$ cat src/rtl/stk_subcmp_pkg.sv
package stk_subcmp_pkg;

  localparam int unsigned OPC_W = 6;

  localparam logic [OPC_W-1:0] OPC_SLT = 6'd36;
  localparam logic [OPC_W-1:0] OPC_SLE = 6'd37;
  localparam logic [OPC_W-1:0] OPC_EQ  = 6'd46;
  localparam logic [OPC_W-1:0] OPC_NE  = 6'd48;
  localparam logic [OPC_W-1:0] OPC_SUB = 6'd49;

  typedef enum logic [1:0] {
    KIND_NONE  = 2'd0,
    KIND_SUB   = 2'd1,
    KIND_EQNEQ = 2'd2,
    KIND_SCMP  = 2'd3
  } op_kind_e;

  // Maps an opcode onto the result path that serves it.
  function automatic op_kind_e decode_kind(input logic [OPC_W-1:0] opc);
    op_kind_e k;
    case (opc)
      OPC_SUB:          k = KIND_SUB;
      OPC_EQ, OPC_NE:   k = KIND_EQNEQ;
      OPC_SLT, OPC_SLE: k = KIND_SCMP;
      default:          k = KIND_NONE;
    endcase
    return k;
  endfunction

  // Bit 4 separates equal from not-equal (46 vs 48).
  localparam int unsigned SENSE_BIT  = 4;
  // Bit 0 separates strict from non-strict ordering (36 vs 37).
  localparam int unsigned STRICT_BIT = 0;

endpackage

$ cat src/rtl/stk_diff_stage.sv
// Registered difference: next-on-stack minus top-of-stack, one bit wider
// than the word, recomputed on every rising edge.
module stk_diff_stage #(
  parameter int unsigned WORD_W = 32
) (
  input  logic              clk_i,
  input  logic              rst_ni,
  input  logic [WORD_W-1:0] tos_i,
  input  logic [WORD_W-1:0] nos_i,
  output logic [WORD_W:0]   diff_q_o,
  output logic              sign_mix_q_o
);

  localparam int unsigned EXT_W = WORD_W + 1;

  logic [EXT_W-1:0] diff_d;
  logic             sign_mix_d;

  always_comb begin
    diff_d     = {1'b0, nos_i} - {1'b0, tos_i};
    sign_mix_d = nos_i[WORD_W-1] ^ tos_i[WORD_W-1];
  end

  always_ff @(posedge clk_i or negedge rst_ni) begin
    if (!rst_ni) begin
      diff_q_o     <= '0;
      sign_mix_q_o <= 1'b0;
    end else begin
      diff_q_o     <= diff_d;
      sign_mix_q_o <= sign_mix_d;
    end
  end

endmodule

$ cat src/rtl/stk_zero_detect.sv
// Zero detect built as a chunked OR tree; CHUNK_W sets the first-level fan-in.
module stk_zero_detect #(
  parameter int unsigned VEC_W   = 33,
  parameter int unsigned CHUNK_W = 8
) (
  input  logic [VEC_W-1:0] vec_i,
  output logic             zero_o
);

  localparam int unsigned N_CHUNK = (VEC_W + CHUNK_W - 1) / CHUNK_W;
  localparam int unsigned PAD_W   = N_CHUNK * CHUNK_W;

  logic [PAD_W-1:0]   padded;
  logic [N_CHUNK-1:0] chunk_any;

  assign padded = PAD_W'(vec_i);

  for (genvar g = 0; g < N_CHUNK; g++) begin : g_chunk
    assign chunk_any[g] = |padded[g*CHUNK_W +: CHUNK_W];
  end

  assign zero_o = ~|chunk_any;

endmodule

$ cat src/rtl/stk_result_sel.sv
// Forms the write-back word from the registered difference and flags.
module stk_result_sel
  import stk_subcmp_pkg::*;
#(
  parameter int unsigned WORD_W = 32
) (
  input  logic            active_i,
  input  op_kind_e        kind_i,
  input  logic            strict_n_i,
  input  logic            sense_i,
  input  logic [WORD_W:0] diff_i,
  input  logic            sign_mix_i,
  input  logic            eq_flag_i,
  output logic            borrow_fix_o,
  output logic [WORD_W-1:0] wb_data_o
);

  // Equality, inverted by the opcode's sense bit for not-equal.
  function automatic logic f_eqneq(input logic eq, input logic sense);
    return eq ^ sense;
  endfunction

  // Borrow of the zero-extended difference, corrected when signs differ.
  function automatic logic f_signed_borrow(input logic borrow, input logic mix);
    return borrow ^ mix;
  endfunction

  // Ordering bit: strict form removes the equal case, then the sense flips
  // so that 1 means top-of-stack is below (or at) next-on-stack.
  function automatic logic f_order(input logic fixed, input logic eq,
                                   input logic strict_n);
    return ~(fixed ^ (~strict_n & eq));
  endfunction

  assign borrow_fix_o = f_signed_borrow(diff_i[WORD_W], sign_mix_i);

  always_comb begin
    wb_data_o = '0;
    if (active_i) begin
      unique case (kind_i)
        KIND_SUB:   wb_data_o    = diff_i[WORD_W-1:0];
        KIND_EQNEQ: wb_data_o[0] = f_eqneq(eq_flag_i, sense_i);
        KIND_SCMP:  wb_data_o[0] = f_order(borrow_fix_o, eq_flag_i, strict_n_i);
        default:    wb_data_o    = '0;
      endcase
    end
  end

endmodule

$ cat src/rtl/stk_subcmp_unit.sv
module stk_subcmp_unit
  import stk_subcmp_pkg::*;
#(
  parameter int unsigned DATA_W  = 32,
  parameter int unsigned ZCHUNK_W = 8
) (
  input  logic              clk_i,
  input  logic              rst_ni,
  input  logic              issue_i,
  input  logic [5:0]        opcode_i,
  input  logic [DATA_W-1:0] tos_i,
  input  logic [DATA_W-1:0] nos_i,
  output logic [DATA_W-1:0] wb_data_o,
  output logic              done_o
);

  localparam int unsigned DIFF_W = DATA_W + 1;

  // Named internal events, visible to the bound checker.
  logic [DIFF_W-1:0] diff_q;
  logic              sign_mix_q;
  logic              eq_flag;
  logic              borrow_fix;
  op_kind_e          kind_d;
  op_kind_e          kind_q;
  logic              strict_n_q;
  logic              sense_q;
  logic              pending_q;

  assign kind_d = decode_kind(opcode_i);

  stk_diff_stage #(
    .WORD_W(DATA_W)
  ) u_diff (
    .clk_i       (clk_i),
    .rst_ni      (rst_ni),
    .tos_i       (tos_i),
    .nos_i       (nos_i),
    .diff_q_o    (diff_q),
    .sign_mix_q_o(sign_mix_q)
  );

  stk_zero_detect #(
    .VEC_W  (DIFF_W),
    .CHUNK_W(ZCHUNK_W)
  ) u_zero (
    .vec_i (diff_q),
    .zero_o(eq_flag)
  );

  always_ff @(posedge clk_i or negedge rst_ni) begin
    if (!rst_ni) begin
      pending_q  <= 1'b0;
      kind_q     <= KIND_NONE;
      strict_n_q <= 1'b0;
      sense_q    <= 1'b0;
    end else begin
      pending_q  <= issue_i && (kind_d != KIND_NONE);
      kind_q     <= kind_d;
      strict_n_q <= opcode_i[STRICT_BIT];
      sense_q    <= opcode_i[SENSE_BIT];
    end
  end

  stk_result_sel #(
    .WORD_W(DATA_W)
  ) u_sel (
    .active_i    (pending_q),
    .kind_i      (kind_q),
    .strict_n_i  (strict_n_q),
    .sense_i     (sense_q),
    .diff_i      (diff_q),
    .sign_mix_i  (sign_mix_q),
    .eq_flag_i   (eq_flag),
    .borrow_fix_o(borrow_fix),
    .wb_data_o   (wb_data_o)
  );

  assign done_o = pending_q;

endmodule

$ cat config.mk
export PLATFORM = sky130hd
export DESIGN_NAME = stk_subcmp_unit
export DESIGN_NICKNAME = d
export VERILOG_FILES = /design/src/rtl/stk_subcmp_pkg.sv /design/src/rtl/stk_diff_stage.sv /design/src/rtl/stk_zero_detect.sv /design/src/rtl/stk_result_sel.sv /design/src/rtl/stk_subcmp_unit.sv
export SDC_FILE = /design/constraint.sdc
export NUM_CORES = 1
export LEC_CHECK = 0
export BUFFER_PORTS_ARGS = -buffer_cell sky130_fd_sc_hd__buf_4
export CAP_MARGIN = 20
export CORE_MARGIN = 4
export CORE_UTILIZATION = 47
export CTS_CLUSTER_SIZE = 24
export DETAILED_ROUTE_END_ITERATION = 8
export GPL_TIMING_DRIVEN = 0
export HOLD_SLACK_MARGIN = 0.12
export PLACE_DENSITY = 0.84
export SYNTH_ARGS = -nofsm -noshare
export SYNTH_HDL_FRONTEND = slang
export SYNTH_HIERARCHICAL = 1
export SYNTH_SLANG_ARGS = --single-unit
$ cat constraint.sdc
create_clock -name clk_i -period 4.4 [get_ports clk_i]
set_input_delay 0.66 -clock clk_i [delete_from_list [all_inputs] [get_ports clk_i]]
set_output_delay 0.66 -clock clk_i [all_outputs]
set_load 0.02 [all_outputs]
### Yosys cells after proc, flatten, opt, wreduce, memory -nomap -nowiden

Cells that the tools add are included.

| operators by class | value |
|---|---|
| $add $sub $neg | 1 |
| multiply operators | 0 |
| divide/modulo/power cells | 0 |
| $lt $le $gt $ge | 0 |
| equality and inequality tests | 8 |
| shift-type cells | 0 |
| multiplexer cells | 4 |
| bitwise gates (word level) | 7 |
| reduce and logical (&&, ||, !) cells | 6 |

Operators by type and width:

| kind | number |
|---|---|
| 33-bit OR reduction | 1 |
| 32-bit by 32-bit subtractor with 33-bit output | 1 |
| 32-bit two-way mux | 1 |
| 31-bit two-way mux | 1 |
| 6-bit equality test, second input constant | 5 |
| 2-bit one-hot mux with 3 select lines | 1 |
| 2-bit equality test, second input constant | 2 |
| 2-bit OR reduction | 2 |
| 1-bit XOR | 4 |
| 1-bit one-hot mux with 3 select lines | 1 |
| 2-bit by 1-bit equality test with 1-bit output, second input constant | 1 |
| 1-bit NOT | 2 |
| 2-bit nonzero test | 1 |
| 1-bit bitwise AND | 1 |
| 1-bit logical AND | 1 |
| 1-bit logical NOT | 1 |

| storage, ports and cells | value |
|---|---|
| register bits after elaboration | 39 |
| latch bits | 0 |
| memory bits (writable) | 0 |
| ROM bits | 0 |
| output and inout bits | 33 |
| logic and storage cells | 32 |
| memories kept | 0 |

### Longest topological paths before layout

| logic depth | value |
|---|---|
| depth in word-level cells | 7 |
| depth in mapped cells | 11 |
| gate-level depth less buffers | 11 |

### Modules after synthesis

The synthesis kept the hierarchy.

Modules (own cells, without submodules):

| module | instances | cells each | area an instance (um^2) | sequential area each (um^2) |
|---|---|---|---|---|
| stk_diff_stage | 1 | 292 | 2667.6 | 850.8 |
| stk_result_sel | 1 | 45 | 284.0 | 0.0 |
| stk_subcmp_unit | 1 | 16 | 207.7 | 125.1 |
| stk_zero_detect | 1 | 12 | 82.6 | 0.0 |

### Least setup slack after synthesis

No wires, ideal clock.

| timing path | value |
|---|---|
| kind | in2reg |
| start point | in nos_i[0] |
| end point | reg u_diff.diff_q_o[28] |
| arrival | 2.577 ns |
| required time | 4.275 ns |
| path slack | 1.698 ns |
| stages on the path | 11 |
| path buffers | 0 |
| cells stage by stage | inv_1 > ha_1 > fa_1 > nor2b_4 > o31a_1 > o41ai_4 > o211ai_2 > a31oi_4 > o31ai_4 > a21oi_1 > xnor2_1 |

| on the way | value |
|---|---|
| longest elaborated chain between the ends | 1 |

Ends and longest elaborated chain:

| item | RTL line | source |
|---|---|---|
| start, declared | stk_subcmp_unit.sv:12 | `input logic [DATA_W-1:0] nos_i,` |
| 32-bit by 32-bit subtractor with 33-bit output | stk_diff_stage.sv:20 | `diff_d = {1'b0, nos_i} - {1'b0, tos_i};` |
| named net u_diff.diff_d[28] | stk_diff_stage.sv:16 | `logic [EXT_W-1:0] diff_d;` |
| end signal, assigned | stk_diff_stage.sv:29 | `diff_q_o <= diff_d;` |
| end, declared | stk_diff_stage.sv:10 | `output logic [WORD_W:0] diff_q_o,` |

The timed path passes the listed nets, and every way through them passes these cells.

### Final worst setup path

| timing path | value |
|---|---|
| start point | in tos_i[0] |
| end point | reg u_diff.diff_q_o[16] |

| on the way | value |
|---|---|
| longest elaborated chain between the ends | 1 |

Ends and longest elaborated chain:

| item | RTL line | source |
|---|---|---|
| start, declared | stk_subcmp_unit.sv:11 | `input logic [DATA_W-1:0] tos_i,` |
| 32-bit by 32-bit subtractor with 33-bit output | stk_diff_stage.sv:20 |  |
| named net u_diff.diff_d[16] | stk_diff_stage.sv:16 |  |

The timed path passes the listed nets, and every way through them passes these cells.

==> run summary <==
For the post-cts repair resize count, the log shows 0. In this run the count of I/O pins placed on the die edge is 106. Final core utilization: 0.626.

The combinational power share was 0.333; the floorplan die area was 0.00829 mm². The most common cell after layout, fill and taps aside was buf_4. Effective utilization at floorplan: 0.480. The floorplan has 30 rows.

Among all flip-flop cells after synthesis, the most frequent one is dfrtp_1. Buffers added to address setup during post-CTS repair amount to 0. The area share of and/or/nand/nor cells after synthesis came out at 0.197. The tools report the capturing element type of the critical path as a register. The adder-cell share of the synthesized area is 0.130, and the internal power contribution is 0.742 mW.

The largest net degree at the start of global routing came out at 40. IR analysis of the VDD net gives a maximum drop of 0.000125 V. The leakage power is 2.16 nW.

The placer's final routability congestion estimate is 0.845. The wire length after detailed routing came out at 7690 µm. Setup violations remaining at the end of the flow were counted as 0. For the final routed database, the setup TNS stands at 0 ps. After detailed placement, the total cell area comes to 0.00413 mm². The cell at the slowest stage of the critical path is a2111oi_0.

Timing analysis after detailed placement gives a worst setup slack of 1100 ps. For the residual overflow from global routing, the log shows 0. After floorplanning, the core was sized to cover 0.00676 mm².

After detailed routing, the number of remaining DRC violations is 0. In this run the power spent charging and discharging nets is 0.326 mW. After synthesis the cells add up to 0.00324 mm².

The first TritonRoute pass finished after 4 iterations. Synthesis produced 365 cells. The setup path with the least slack is of type input port to register. Counting flops and latches in the post-synthesis netlist gives 39.

The sequential cell fraction of total power was 0.430. In the layout the commonest cells are buf_4, inv_1, dfrtp_1, and2_1, ha_1. The root buffer cell chosen for the clock tree is clkbuf_8. In this run, post-CTS hold repair placed 0 buffers. Switching power as a share of total power: 0.305.

The tools report the count of yosys warnings during synthesis as 6. Fraction of final layout cells sized beyond drive strength 1: 0.293. Average wire length per cell after detail routing: 13.8 µm. Counting every net in the synthesized netlist gives 471. Clock-pin slew was measured on the worst setup and hold paths at 70 ps. The run finished with clean final reports.

The fraction of the cycle the final worst path needs was 0.683. Of all nets on the critical path, the largest fanout is 3. The run gives 0 as the residual antenna-violating net count after detailed routing. TritonCTS built the clock tree. The logs give 0.237 for the proportion of power drawn by the clock network and 2903 for the count of vias placed by the detailed router. The shortest clock period the worst path allows after layout was 3000 ps; the initial antenna violation count was 0.

The share of the synthesized area in compound gates (AO/OA/AOI/OAI) came out at 0.208. From bottom edge to top edge, the die measures 91.1 µm. After the first detailed-routing iteration, the DRC count stood at 94.

Detailed placement ended at an HPWL of 6570 µm. The run gives 4580 ps as the required time reported for the critical path endpoint. Type of the most critical hold path: input port to async pin. The upper clock frequency limit is 333 MHz, and the maximum level of the CTS H-tree is 2.

The final layout contains 583 nets. The tools report the wire length of the first global-routing pass as 12800 µm. Mean instance size in the synthesized netlist: 8.88 µm².

The tools report the type of origin of the critical path as an input port. At the worst endpoint, the arrival time is 3190 ps. The final-report hold violation count was 0; the proportion of synthesized chip area in sequential cells was 0.301. The parity-gate share of the synthesized area counting xor and xnor cells was 0.0888; the max-slew violation total from the final report was 0.

The slew at the pin closest to its max-slew limit was 572 ps. The proportion of synthesized flip-flops having asynchronous set or reset came out at 1.00. The logs give 0.00423 mm² for the final instance area and 0.186 for the global-route usage over all layers. Power spread over the standard cell area amounts to 253 mW/mm². The growth of design area from synthesis to finish was 30.5%. Across the run, the number of max-cap violations was 0. Clock tree synthesis found a total of 39 sinks. Post-synthesis mux area share: 0. The number of flops mapped to enable cells by yosys works out to 0. The headroom to the max-slew limit is 0.609. TritonCTS created 5 clock buffers. Traced cell by cell, the critical path runs through buf_4 -> ha_1 -> fa_1 -> nor2b_4 -> o31a_1 -> o21ai_0 -> a2111oi_0 -> a211oi_1 -> o21bai_1 -> a21oi_1 -> xnor2_1.

Across all setup checks in the final design, the least slack found is 1400 ps. The number of vias per cell came out at 5.20. After synthesis, the largest family of logic cells by area is compound AO/OA/AOI/OAI gates. The number of input and output port buffers inserted was 105; the die span in x was 91.1 µm. Number of library cell types mapped by synthesis: 59. For the largest buffer count on any clock path, the log shows 2. Setup repair after global routing left no endpoint under its margin. The number of antenna diodes in the final layout is 0. The via count of the first global-routing pass is 2852.

The largest single stage delay on the critical path is 590 ps.
cell type report:
type | count | area, µm²
multi-input cells | 270 | 2020
fillers | 610 | 2530
well taps | 80 | 100
flip-flops and latches | 39 | 976
repair buffers | 105 | 788
clock buffers | 8 | 100
inverters | 47 | 176
plain buffers | 9 | 66.3
cells in the mapped netlist, types with 4 or more instances:
cell type | number | area, µm²
inv_1 | 47 | 176
dfrtp_1 | 39 | 976
and2_1 | 32 | 200
ha_1 | 32 | 400
a21oi_1 | 28 | 140
xnor2_1 | 23 | 201
nand2_1 | 20 | 75.1
nor2_1 | 17 | 63.8
o21ai_0 | 12 | 60.1
a21o_1 | 9 | 67.6
xor2_1 | 8 | 70.1
nor4_1 | 7 | 43.8
nand4_1 | 6 | 37.5
nor2b_1 | 6 | 37.5
nand3_1 | 5 | 25.0
nor3_1 | 5 | 25.0
o211ai_1 | 5 | 37.5
a211oi_1 | 4 | 30.0
buf_4 | 4 | 30.0
o21a_1 | 4 | 30.0
o21bai_1 | 4 | 30.0
stage by stage:
step	power [mW]	std cells	hold slack, ps
after floorplan	0.701	365	364
after global placement	0.810	550	640
after detailed placement	0.822	550	655
after CTS	1.08	558	353
after global routing	1.14	558	383
final	1.07	558	345
sequential cells by signal (all words and copies together) (netlist names):
register / cells
u_diff/diff_q_o: 33
kind_q: 2
done_o: 1
sense_q: 1
strict_n_q: 1
u_diff/sign_mix_q_o: 1
final timing paths:
| kind | from | to | slack [ps] |
|---|---|---|---|
| worst min-delay path | rst_ni | u_diff/diff_q_o[29]$_DFF_PN0_ | 350 |
| max in group asynchronous | rst_ni | u_diff/diff_q_o[6]$_DFF_PN0_ | 3720 |
| min in group clk_i | opcode_i[4] | sense_q$_DFF_PN0_ | 520 |
| worst max-delay path | tos_i[0] | u_diff/diff_q_o[16]$_DFF_PN0_ | 1400 |
power by group through the flow:
stage / clock network [mW] / registers [mW] / logic (mW)
after global routing: 0.274 / 0.469 / 0.396
after floorplan: 0 / 0.456 / 0.245
final: 0.253 / 0.460 / 0.356
after detailed placement: 0 / 0.467 / 0.355
after global placement: 0 / 0.463 / 0.347
after CTS: 0.261 / 0.460 / 0.357
metal layers:
layer / track usage / wire (µm)
met1: 0.235 / 3280
met2: 0.330 / 3880
met3: 0.0315 / 435
met4: 0.0415 / 82
met5: 0 / 0
critical path, delay by kind of cell:
kind / cells / cell delay (ps)
buf+inv: 1 / 110
xor+xnor: 1 / 190
fa+ha+maj: 2 / 650
compound gates: 6 / 1440
simple gates: 1 / 140
logic make-up after synthesis:
| kind of cell | count (synthesis) |
|---|---|
| adders and majority gates | 33 |
| xor gates and xnor gates | 32 |
| and+or+nand+nor | 114 |
| AOI/OAI and AO/OA | 91 |
| DFF | 39 |
| buffers and inverters | 56 |
(Power assumes the default switching activity.)
